<file path="src/rtl/cfgport_pkg.sv">
package cfgport_pkg;
  typedef enum logic [1:0] {KS_LOCKED, KS_HALF, KS_OPEN} key_state_e;

  localparam logic [7:0] KEY_ON     = 8'h87;
  localparam logic [7:0] KEY_OFF    = 8'hAA;
  localparam logic [7:0] IDLE_BYTE  = 8'hFF;

  localparam logic [7:0] R_LDSEL    = 8'h07;
  localparam logic [7:0] R_DEVID_HI = 8'h20;
  localparam logic [7:0] R_DEVID_LO = 8'h21;
  localparam logic [7:0] R_REV      = 8'h22;
  localparam logic [7:0] R_VEND_HI  = 8'h23;
  localparam logic [7:0] R_VEND_LO  = 8'h24;
  localparam logic [7:0] R_LD_FIRST = 8'h30;

  localparam logic [15:0] VENDOR_ID = 16'h1934;
  localparam logic [7:0]  LD_GPIO   = 8'h06;
endpackage

</file>
<file path="src/rtl/cfgport_key.sv">
module cfgport_key
  import cfgport_pkg::*;
(
  input  logic       clk,
  input  logic       rst,
  input  logic       idx_wr,
  input  logic       port_wr,
  input  logic [7:0] wdata,
  output logic       open
);
  key_state_e state_q;

  always_ff @(posedge clk) begin
    if (rst) begin
      state_q <= KS_LOCKED;
    end else if (port_wr) begin
      case (state_q)
        KS_LOCKED: if (idx_wr && wdata == KEY_ON) state_q <= KS_HALF;
        KS_HALF:   state_q <= (idx_wr && wdata == KEY_ON) ? KS_OPEN : KS_LOCKED;
        KS_OPEN:   if (idx_wr && wdata == KEY_OFF) state_q <= KS_LOCKED;
        default:   state_q <= KS_LOCKED;
      endcase
    end
  end

  assign open = (state_q == KS_OPEN);

  // opening is always preceded by a key write on the index address
  assert_open_needs_key_R2: assert property (@(posedge clk) disable iff (rst)
    $rose(open) |-> $past(idx_wr && wdata == KEY_ON));

  // a non-key write while closed never opens the port
  assert_break_closes_R3: assert property (@(posedge clk) disable iff (rst)
    (!open && port_wr && !(idx_wr && wdata == KEY_ON)) |=> !open);

  // lock byte closes the port
  assert_lock_closes_R4: assert property (@(posedge clk) disable iff (rst)
    (open && idx_wr && wdata == KEY_OFF) |=> !open);
endmodule

</file>
<file path="src/rtl/cfgport_ldstub.sv">
module cfgport_ldstub #(
  parameter int DEPTH = 16
) (
  input  logic       clk,
  input  logic       we,
  input  logic       re,
  input  logic [7:0] addr,
  input  logic [7:0] wdata,
  output logic [7:0] rdata
);
  localparam int AW = (DEPTH > 1) ? $clog2(DEPTH) : 1;

  logic [7:0] mem [DEPTH];
  logic [7:0] rdata_q;
  logic [AW-1:0] waddr;

  assign waddr = addr[AW-1:0];

  always_ff @(posedge clk) begin
    if (we) mem[waddr] <= wdata;
    if (re) rdata_q <= mem[waddr];
  end

  assign rdata = rdata_q;
endmodule

</file>
<file path="src/rtl/cfgport.sv">
module cfgport
  import cfgport_pkg::*;
#(
  parameter int                ADDR_W    = 16,
  parameter logic [ADDR_W-1:0] BASE      = 'h2E,
  parameter logic [15:0]       DEV_ID    = 16'h0A51,
  parameter logic [7:0]        DEV_REV   = 8'h03,
  parameter int                GPIO_REGS = 16
) (
  input  logic              clk,
  input  logic              rst,
  input  logic [ADDR_W-1:0] io_addr,
  input  logic              io_wr,
  input  logic              io_rd,
  input  logic [7:0]        io_wdata,
  output logic [7:0]        io_rdata,
  output logic              io_rvalid,
  output logic              cfg_open
);
  localparam logic [ADDR_W-1:0] DAT_ADDR = BASE + 1'b1;
  localparam int LD_END = 'h30 + GPIO_REGS;

  logic       idx_hit, dat_hit;
  logic [7:0] idx_q, ldsel_q, glob_val, glob_q;
  logic       stub_sel_q, rvalid_q, stub_hit, stub_acc_ok;
  logic [7:0] stub_off, stub_rdata;

  assign idx_hit = (io_addr == BASE);
  assign dat_hit = (io_addr == DAT_ADDR);

  cfgport_key u_key (
    .clk     (clk),
    .rst     (rst),
    .idx_wr  (io_wr && idx_hit),
    .port_wr (io_wr && (idx_hit || dat_hit)),
    .wdata   (io_wdata),
    .open    (cfg_open)
  );

  assign stub_hit    = (ldsel_q == LD_GPIO) && (idx_q >= R_LD_FIRST) && (int'(idx_q) < LD_END);
  assign stub_acc_ok = dat_hit && cfg_open && stub_hit;
  assign stub_off    = idx_q - R_LD_FIRST;

  cfgport_ldstub #(.DEPTH(GPIO_REGS)) u_gpio (
    .clk   (clk),
    .we    (io_wr && stub_acc_ok),
    .re    (io_rd && stub_acc_ok),
    .addr  (stub_off),
    .wdata (io_wdata),
    .rdata (stub_rdata)
  );

  always_comb begin
    glob_val = IDLE_BYTE;
    if (cfg_open) begin
      if (idx_hit) begin
        glob_val = idx_q;
      end else begin
        case (idx_q)
          R_LDSEL:    glob_val = ldsel_q;
          R_DEVID_HI: glob_val = DEV_ID[15:8];
          R_DEVID_LO: glob_val = DEV_ID[7:0];
          R_REV:      glob_val = DEV_REV;
          R_VEND_HI:  glob_val = VENDOR_ID[15:8];
          R_VEND_LO:  glob_val = VENDOR_ID[7:0];
          default:    glob_val = IDLE_BYTE;
        endcase
      end
    end
  end

  always_ff @(posedge clk) begin
    if (rst) begin
      idx_q      <= 8'h00;
      ldsel_q    <= 8'h00;
      glob_q     <= IDLE_BYTE;
      stub_sel_q <= 1'b0;
      rvalid_q   <= 1'b0;
    end else begin
      rvalid_q <= io_rd && (idx_hit || dat_hit);
      if (io_rd) begin
        glob_q     <= glob_val;
        stub_sel_q <= stub_acc_ok;
      end
      if (io_wr && cfg_open) begin
        if (idx_hit && io_wdata != KEY_OFF) idx_q <= io_wdata;
        if (dat_hit && idx_q == R_LDSEL)   ldsel_q <= io_wdata;
      end
    end
  end

  assign io_rdata  = stub_sel_q ? stub_rdata : glob_q;
  assign io_rvalid = rvalid_q;

  // index register holds while the port is closed
  assert_idx_hold_R5: assert property (@(posedge clk) disable iff (rst)
    !cfg_open |=> $stable(idx_q));

  // device select holds while the port is closed
  assert_ldsel_hold_R4: assert property (@(posedge clk) disable iff (rst)
    !cfg_open |=> $stable(ldsel_q));

  // closed data reads return the idle byte
  assert_closed_idle_R4: assert property (@(posedge clk) disable iff (rst)
    (io_rd && dat_hit && !cfg_open) |=> (io_rvalid && io_rdata == IDLE_BYTE));

  // decoded read answers one cycle later
  assert_read_latency_R11: assert property (@(posedge clk) disable iff (rst)
    (io_rd && (idx_hit || dat_hit)) |=> io_rvalid);

  // undecoded read gives no valid
  assert_no_stray_valid_R6: assert property (@(posedge clk) disable iff (rst)
    (!io_rd || !(idx_hit || dat_hit)) |=> !io_rvalid);
endmodule

</file>
<file path="config.mk">
export PLATFORM = sky130hd
export DESIGN_NAME = cfgport
export DESIGN_NICKNAME = d
export VERILOG_FILES = /design/src/rtl/cfgport_pkg.sv /design/src/rtl/cfgport_key.sv /design/src/rtl/cfgport_ldstub.sv /design/src/rtl/cfgport.sv
export SDC_FILE = /design/constraint.sdc
export NUM_CORES = 1
export LEC_CHECK = 0
export ABC_AREA = 1
export BUFFER_PORTS_ARGS = -buffer_cell sky130_fd_sc_hd__buf_4
export CAP_MARGIN = 10
export CORE_UTILIZATION = 40
export DETAILED_ROUTE_END_ITERATION = 12
export MAX_ROUTING_LAYER = met4
export PLACE_DENSITY_LB_ADDON = 0.05
export SYNTH_ARGS = -nofsm -noshare
export SYNTH_HDL_FRONTEND = slang
export SYNTH_SLANG_ARGS = --single-unit
</file>
<file path="constraint.sdc">
create_clock -name clk -period 2.1 [get_ports clk]
set_input_delay 0.105 -clock clk [delete_from_list [all_inputs] [get_ports clk]]
set_output_delay 0.105 -clock clk [all_outputs]
set_load 0.1 [all_outputs]
</file>
==> parameters.txt, run 1 <==
Parameter                              Value

STA
  Setup violators final    0
  Least-Margin Pin Slew    0.5239 ns
  Unrepaired setup endpoints after global routing    no
  F_max    approximately 500 MHz
  Fin worst setup slack    ~0.15 ns
  Min cycle time layout    about 1.9 ns
  Sum Neg Setup Slack    0 ns
  Max_slew headroom    approximately two thirds
  Total count of hold-check failures in the final report    0
  Final cycle utilization of the critical path    between 90 and 100%
  Largest clock skew in the final design    around 0.010 ns
  Worst hold slack after final layout    0.06397 ns
  Max-slew violation count    0

Drt
  Detailed Route Iter0 Violations    about 340
  Total detailed-routing wirelength    roughly 18,000 um
  Highest metal used    met4
  Number of remaining DRC errors    0
  Remaining antenna violation count after routing    0
  Via total after detailed routing    around 4.6k
  Count of TritonRoute iterations in the first routing pass    5
  WL met1    slightly above 8000 um
  WL met2    between 8000 and 9000 um
  Mean number of vias per cell    just over 5
  Met3 routed wirelength    739 um
  DR WL/cell    19.75 um

Clock tree
  Cell chosen for the clock root    clkbuf_16
  Sink Count    approximately 160
  CTS clk-pin slew, worst paths    around 0.060 ns
  Maximum count of clock buffers along a single path    2
  CTS tree    yes
  Level count of the clock H-tree    4
  TritonCTS buffer count    17
  Clock latency on the worst-skew pair    0.42 ns
  Number of buffers added for setup after CTS    0

Critical path
  Critical Path Sink Type    flip-flop
  Critical path arrival    between 2 and 2.5 ns
  Required arrival time at the worst endpoint    2.23 ns
  Critical Path Most Common Cell    nand2_1
  Max stage delay cell, worst path    dfxtp_1
  Worst Reg2Reg Path Length in Cells    10
  Largest stage delay, worst path    0.32 ns
  Launch point of the worst path    u_key.state_q[0]$_SDFFE_PP0P_
  Largest driver fanout on the critical path    8
  Reg2Reg Launch Point    u_key.state_q[0]$_SDFFE_PP0P_
  Ordered list of cells on the worst path    inv_1 > nand2_1 > inv_1 > nand3_1 > nor3_2 > nand2_1 > nor2_2 > nand2_1 > nor2_1 > buf_4
  Critical path start-end classification    reg -> reg
  Register-to-register setup slack    around 0.15 ns
  Critical path startpoint category    flip-flop

Finish
  Storage cell area    approximately 4600 sq um
  Layout cells sized above 1    between 20% and 30%
  Most common library cell in the layout ignoring fill and taps    nand2_1
  Layout Cells excl Fill    around 890
  Count of fill cells added during filler insertion    about 1.5k
  Total Nets Final    684
  Number of diodes    0
  Area used by multi-input combinational logic    between 1500 and 2000 sq um
  Area overhead of the layout relative to synthesis    20.73%
  Top library cells by usage in the layout, fill and taps aside    nand2_1, edfxtp_1, buf_4, a22oi_1

Yosys
  Post-synth cell types    28
  Total nets after synthesis    approximately 600
  Average size of a mapped cell    11.57 sq um
  Number of standard cells after synthesis    581
  Number of warnings printed during yosys synthesis    0
  Yosys reg bits    between 150 and 200
  Seq/Total Area, Yosys    around 69%
  Summed instance area of the synthesized netlist    6724 sq um

Global routing
  All-Layer GR Usage    around 22%
  Maximum number of pins on one net before global-route repair    36
  Via count of the first global-routing pass    about 4.7k
  Grt total ovfl    0
  Wire length of the first global-routing pass    about 27,000 um
  Number of antenna violations at the first check in global routing    0

Floorplan
  Die footprint    17,330 sq um
  Die X-Extent    roughly 130 um
  Core footprint    around 17,000 sq um
  Top-level port count    38
  Core Rows    47
  Die Y-Extent    between 100 and 150 um
  Starting utilization of the core area    40.69%

Worst hold path
  Number of cells traversed by the worst hold path    3
  Launch instance of the worst min-delay path    io_wdata[1]
  Kind of path behind the tightest hold check    in -> reg

Placement
  Worst setup timing slack at the placement stage    0.01341 ns
  Placer's final routability congestion estimate    just over 0.9
  Post-DP HPWL    11,900 um
  Total instance count after detailed placement    about 860
  Buffers on Ports    37

Status
  Result of the run    complete, no violations

Pwr
  Worst vdd ir    ~0.55 mV
  Power, Total    6.804 mW
  Leak Pwr    roughly 3 nW
  Power per cell area    ~840 nW/um^2

Run
  Number of max-cap violations    0
==> cell usage after synthesis, drive strengths merged <==
master / instances / area, sq um
a22oi: 64 / 480.5
nor2: 52 / 230.2
nor3: 4 / 36.29
nand4: 12 / 75.07
edfxtp: 136 / 4084
mux2: 8 / 90.09
nand2: 146 / 558.0
dfxtp: 28 / 560.5
inv: 42 / 157.6
a211oi: 1 / 7.510
clkinv: 2 / 7.510
clkbuf: 15 / 56.30
a21oi: 30 / 157.7
nand3: 9 / 50.05
buf: 4 / 25.02
o21ai: 28 / 147.6
==> per-layer routing <==
layer | up-vias | track usage, %
met5 | - | -
met4 | 0 | 7.881
met3 | 23 | 3.819
met2 | 119 | 34.60
met1 | 2224 | 29.07
li1 | 2227 | -
==> final cells by class <==
class	count	share of cell area (%)
Clock buffer	17	5.240
Clock inverter	15	1.896
Inverter	44	2.035
Multi-Input combinational cell	354	22.77
Sequential cell	164	57.21
Tap cell	220	3.391
Timing Repair Buffer	75	7.460
==> worst max-delay path: cells and delay by family, from the launching register on <==
kind                   cells  cell delay [ns]
AND/OR/NAND/NOR            7             0.99
buffers and inverters      3             0.34
flip-flops                 1             0.32
==> through the flow <==
step | area [sq um] | utilization (%)
2_1_floorplan | 6724 | -
3_3_place_gp | 7511 | 45.45
3_5_place_dp | 7511 | 45.45
4_1_cts | 8110 | 49.08
5_1_grt | 8118 | 49.13
6_report | 8118 | 49.13
==> power by group <==
group | switching, mW | total (mW) | leakage, nW | internal, mW
sequential | 0.00366 | 3.52 | 1.45 | 3.52
combinational | 0.162 | 0.230 | 1.27 | 0.0683
clock | 1.29 | 3.05 | 0.283 | 1.76
total | 1.46 | 6.80 | 3.00 | 5.35
==> worst paths after layout <==
| kind | endpoint |
|---|---|
| min reg2reg | glob_q[0]$_SDFFE_PP1P_ |
| max reg2reg | u_gpio.mem[13][2]$_DFFE_PP_ |
| max | u_gpio.mem[13][2]$_DFFE_PP_ |
| min | idx_q[1]$_SDFFE_PP0P_ |
==> state kept, by name, summed over array words and instances (netlist names) <==
name,flops
glob_q,8
idx_q,8
io_rvalid,1
ldsel_q,8
stub_sel_q,1
u_gpio.mem,128
u_gpio.rdata,8
u_key.state_q,2
==> what timing repair did <==
| item | 4_1_cts | 5_1_grt |
|---|---|---|
| endpoints found under the setup margin | 0 | 128 |
| hold buffers | 2 | 0 |
| gates resized for setup | 0 | 2 |
| hold endpoints to repair | 9 | 0 |
==> cells by family after synthesis <==
group	after synthesis	synth area share, %
muxes	8	1.340
AOI/OAI and AO/OA	123	11.80
DFF	164	69.07
buffers and inverters	63	3.666
and+or+nand+nor	223	14.12
Note: power is estimated with default switching activity, not from simulation.
==> run 2, diff against run 1 <==
Settings changed: CORE_ASPECT_RATIO set to 0.6.
==> run 2 against run 1 <==
  * Combinational power shrank 3%
  * Power about the same
  * Non-clock buffer count grew 1
  * Global-route usage rose by 0.74 points
  * Sequential share of layout area down 0.16 points
  * Critical path depth did not move
  * Fmax decreased by 2.5%
  * Largest cell class unchanged
==> parameters.txt, run 2 (synthesis gave the netlist of run 1 again) <==
Parameter                              Value

Drt
  Total detailed-routing wirelength    18,120 um (was 17,560 um)
  WL met2    7069 um (was 8283 um)
  Detailed Route Iter0 Violations    507 (was 341)
  DR WL/cell    20.18 um (was 19.75 um)
  WL met1    9953 um (was 8160 um)
  Count of TritonRoute iterations in the first routing pass    5 (unchanged)
  Remaining antenna violation count after routing    0 (unchanged)
  Met3 routed wirelength    950 um (was 739 um)
  Number of remaining DRC errors    0 (unchanged)
  Highest metal used    met4 (unchanged)
  Via total after detailed routing    4,720 (was 4,593)
  Mean number of vias per cell    5.256 (was 5.166)

Finish
  Final design instance area without fill    8140 sq um (was 8118 sq um)
  Post-route core utilization    49.79% (was 49.13%)
  Total Nets Final    685 (was 684)
  Largest reg by FF count    u_gpio.mem (unchanged)
  Top library cells by usage in the layout, fill and taps aside    nand2_1, edfxtp_1, buf_4, a22oi_1 (unchanged)
  Area overhead of the layout relative to synthesis    21.06% (was 20.73%)
  Number of diodes    0 (unchanged)
  Flip-flop count of the largest register after layout    128 (unchanged)
  Layout cells sized above 1    20.45% (was 20.63%)
  Count of fill cells added during filler insertion    1,475 (was 1,499)
  Most common library cell in the layout ignoring fill and taps    nand2_1 (unchanged)

Pwr
  Worst vdd ir    0.6079 mV (was 0.5463 mV)
  Power, Total    6.809 mW (was 6.804 mW)
  Power per cell area    836.5 nW/um^2 (was 838.2 nW/um^2)
  Leak Pwr    3.013 nW (was 3.001 nW)

Floorplan
  Starting utilization of the core area    41.12% (was 40.69%)
  Die X-Extent    169.4 um (was 131.7 um)
  Die Y-Extent    102.4 um (was 131.7 um)
  Core Rows    36 (was 47)
  Die footprint    17,350 sq um (was 17,330 sq um)
  Core footprint    16,350 sq um (was 16,520 sq um)
  Top-level port count    38 (unchanged)

STA
  Least-Margin Pin Slew    0.5938 ns (was 0.5239 ns)
  Max-slew violation count    0 (unchanged)
  Final cycle utilization of the critical path    95.20% (was 92.82%)
  Unrepaired setup endpoints after global routing    no (unchanged)
  Sum Neg Setup Slack    0 ns (unchanged)
  Largest clock skew in the final design    0.01096 ns (was 0.01040 ns)
  Setup violators final    0 (unchanged)
  Total count of hold-check failures in the final report    0 (unchanged)
  Max_slew headroom    60.20% (was 64.88%)
  F_max    500.2 MHz (was 513.0 MHz)
  Min cycle time layout    1.999 ns (was 1.949 ns)

Global routing
  Via count of the first global-routing pass    4,307 (was 4,650)
  Grt total ovfl    0 (unchanged)
  All-Layer GR Usage    22.88% (was 22.14%)
  Number of antenna violations at the first check in global routing    0 (unchanged)
  Wire length of the first global-routing pass    27,210 um (was 27,320 um)
  Maximum number of pins on one net before global-route repair    36 (unchanged)

Critical path
  Critical path startpoint category    flip-flop (unchanged)
  Worst Reg2Reg Path Length in Cells    10 (unchanged)
  Critical Path Sink Type    flip-flop (unchanged)
  Launch point of the worst path    idx_q[0]$_SDFFE_PP0P_ (was u_key.state_q[0]$_SDFFE_PP0P_)
  Largest driver fanout on the critical path    35 (was 8)
  Required arrival time at the worst endpoint    2.40 ns (was 2.23 ns)
  Critical path start-end classification    reg -> reg (unchanged)
  Endpoint of the most critical register-to-register path    glob_q[0]$_SDFFE_PP1P_ (was u_gpio.mem[13][2]$_DFFE_PP_)
  Register-to-register setup slack    0.10 ns (was 0.15 ns)
  Reg2Reg Launch Point    idx_q[0]$_SDFFE_PP0P_ (was u_key.state_q[0]$_SDFFE_PP0P_)
  Critical path arrival    2.30 ns (was 2.08 ns)
  CP Capture Point    glob_q[0]$_SDFFE_PP1P_ (was u_gpio.mem[13][2]$_DFFE_PP_)

Clock tree
  CTS clk-pin slew, worst paths    0.07 ns (was 0.06 ns)
  Sink Count    164 (unchanged)
  Maximum count of clock buffers along a single path    2 (unchanged)
  CTS tree    yes (unchanged)
  Cell chosen for the clock root    clkbuf_16 (unchanged)
  TritonCTS buffer count    17 (unchanged)
  Level count of the clock H-tree    4 (unchanged)
  Clock latency on the worst-skew pair    0.43 ns (was 0.42 ns)

Placement
  Post-DP Area    7508 sq um (was 7511 sq um)
  Post-DP HPWL    12,560 um (was 11,900 um)
  Placer's final routability congestion estimate    0.8580 (was 0.9124)
  Buffers on Ports    37 (unchanged)

Status
  Result of the run    complete, no violations (unchanged)

Run
  Number of max-cap violations    0 (unchanged)

Worst hold path
  Kind of path behind the tightest hold check    in -> reg (unchanged)
-- run 2: cell types whose count changed in the layout (fill, tap and decap cells not counted), sizes merged --
cell / previous run / this run
bufinv: 2 / 0
clkbuf: 17 / 22
clkinv: 9 / 5
clkinvlp: 2 / 0
dlygate4sd3: 2 / 3
inv: 46 / 49
-- run 2: what timing repair did --
item	in CTS	in global routing
endpoints found under the hold margin	15	0
hold buffers	3	0
setup buffers	0	0
setup endpoints to repair	0	128
resized for setup	0	3
-- run 2: how the worst min path moves through the flow --
| stage | slack [ns] | end | startpoint | depth (start not counted) |
|---|---|---|---|---|
| CTS | 0.05 | u_gpio.mem[4][1]$_DFFE_PP_ | io_wdata[1] | 1 |
| finish | 0.05 | u_gpio.mem[13][3]$_DFFE_PP_ | io_wdata[3] | 1 |
| floorplan | 0.20 | glob_q[7]$_SDFFE_PP1P_ | rst | 2 |
| detailed placement | 0.39 | glob_q[7]$_SDFFE_PP1P_ | io_rd | 3 |
| global placement | 0.40 | glob_q[5]$_SDFFE_PP1P_ | io_rd | 3 |
| global route | 0.06 | u_gpio.mem[12][3]$_DFFE_PP_ | io_wdata[3] | 1 |
-- run 2: worst max-delay path: stages, from the launching register on --
cell and delay [ns]:
dfxtp_1 0.53, nand2_1 0.15, clkinv_1 0.10, buf_12 0.21
nand2_2 0.10, nor2_4 0.16, nor2_2 0.09, nand2_1 0.06
a21oi_1 0.07, o21ai_0 0.29, nand2_1 0.10
-- run 2: layout make-up --
type | instances | area [sq um] | share of cell area (%)
clock inverter | 10 | 81.33 | 0.9991
clock buffer | 22 | 508.0 | 6.240
inverter | 44 | 165.2 | 2.029
timing repair buffer | 76 | 603.1 | 7.409
tap | 228 | 285.3 | 3.504
sequential | 164 | 4644 | 57.05
multi-input combinational | 354 | 1853 | 22.76
-- run 2: report_power, final --
| part | switching (mW) | leakage, nW | internal, mW |
|---|---|---|---|
| Clock | 1.31 | 0.294 | 1.75 |
| Combinational | 0.158 | 1.27 | 0.0660 |
| Sequential | 0.00388 | 1.45 | 3.52 |
-- run 2: through the flow --
step                      instances  hold slack, ns  setup WS [ns]
after floorplan                 581          0.2005        0.08058
after global placement          863          0.3952         0.1198
after detailed placement        863          0.3920        0.08257
after CTS                       898         0.04962        0.05373
after global routing            898         0.05758       0.004375
final                           898         0.05231         0.1009
-- run 2: per-layer routing --
| layer | GRT usage [%] | up-vias |
|---|---|---|
| met2 | 27.35 | 135 |
| met5 | - | - |
| met4 | 5.267 | 0 |
| li1 | - | 2226 |
| met1 | 37.95 | 2344 |
| met3 | 4.105 | 15 |
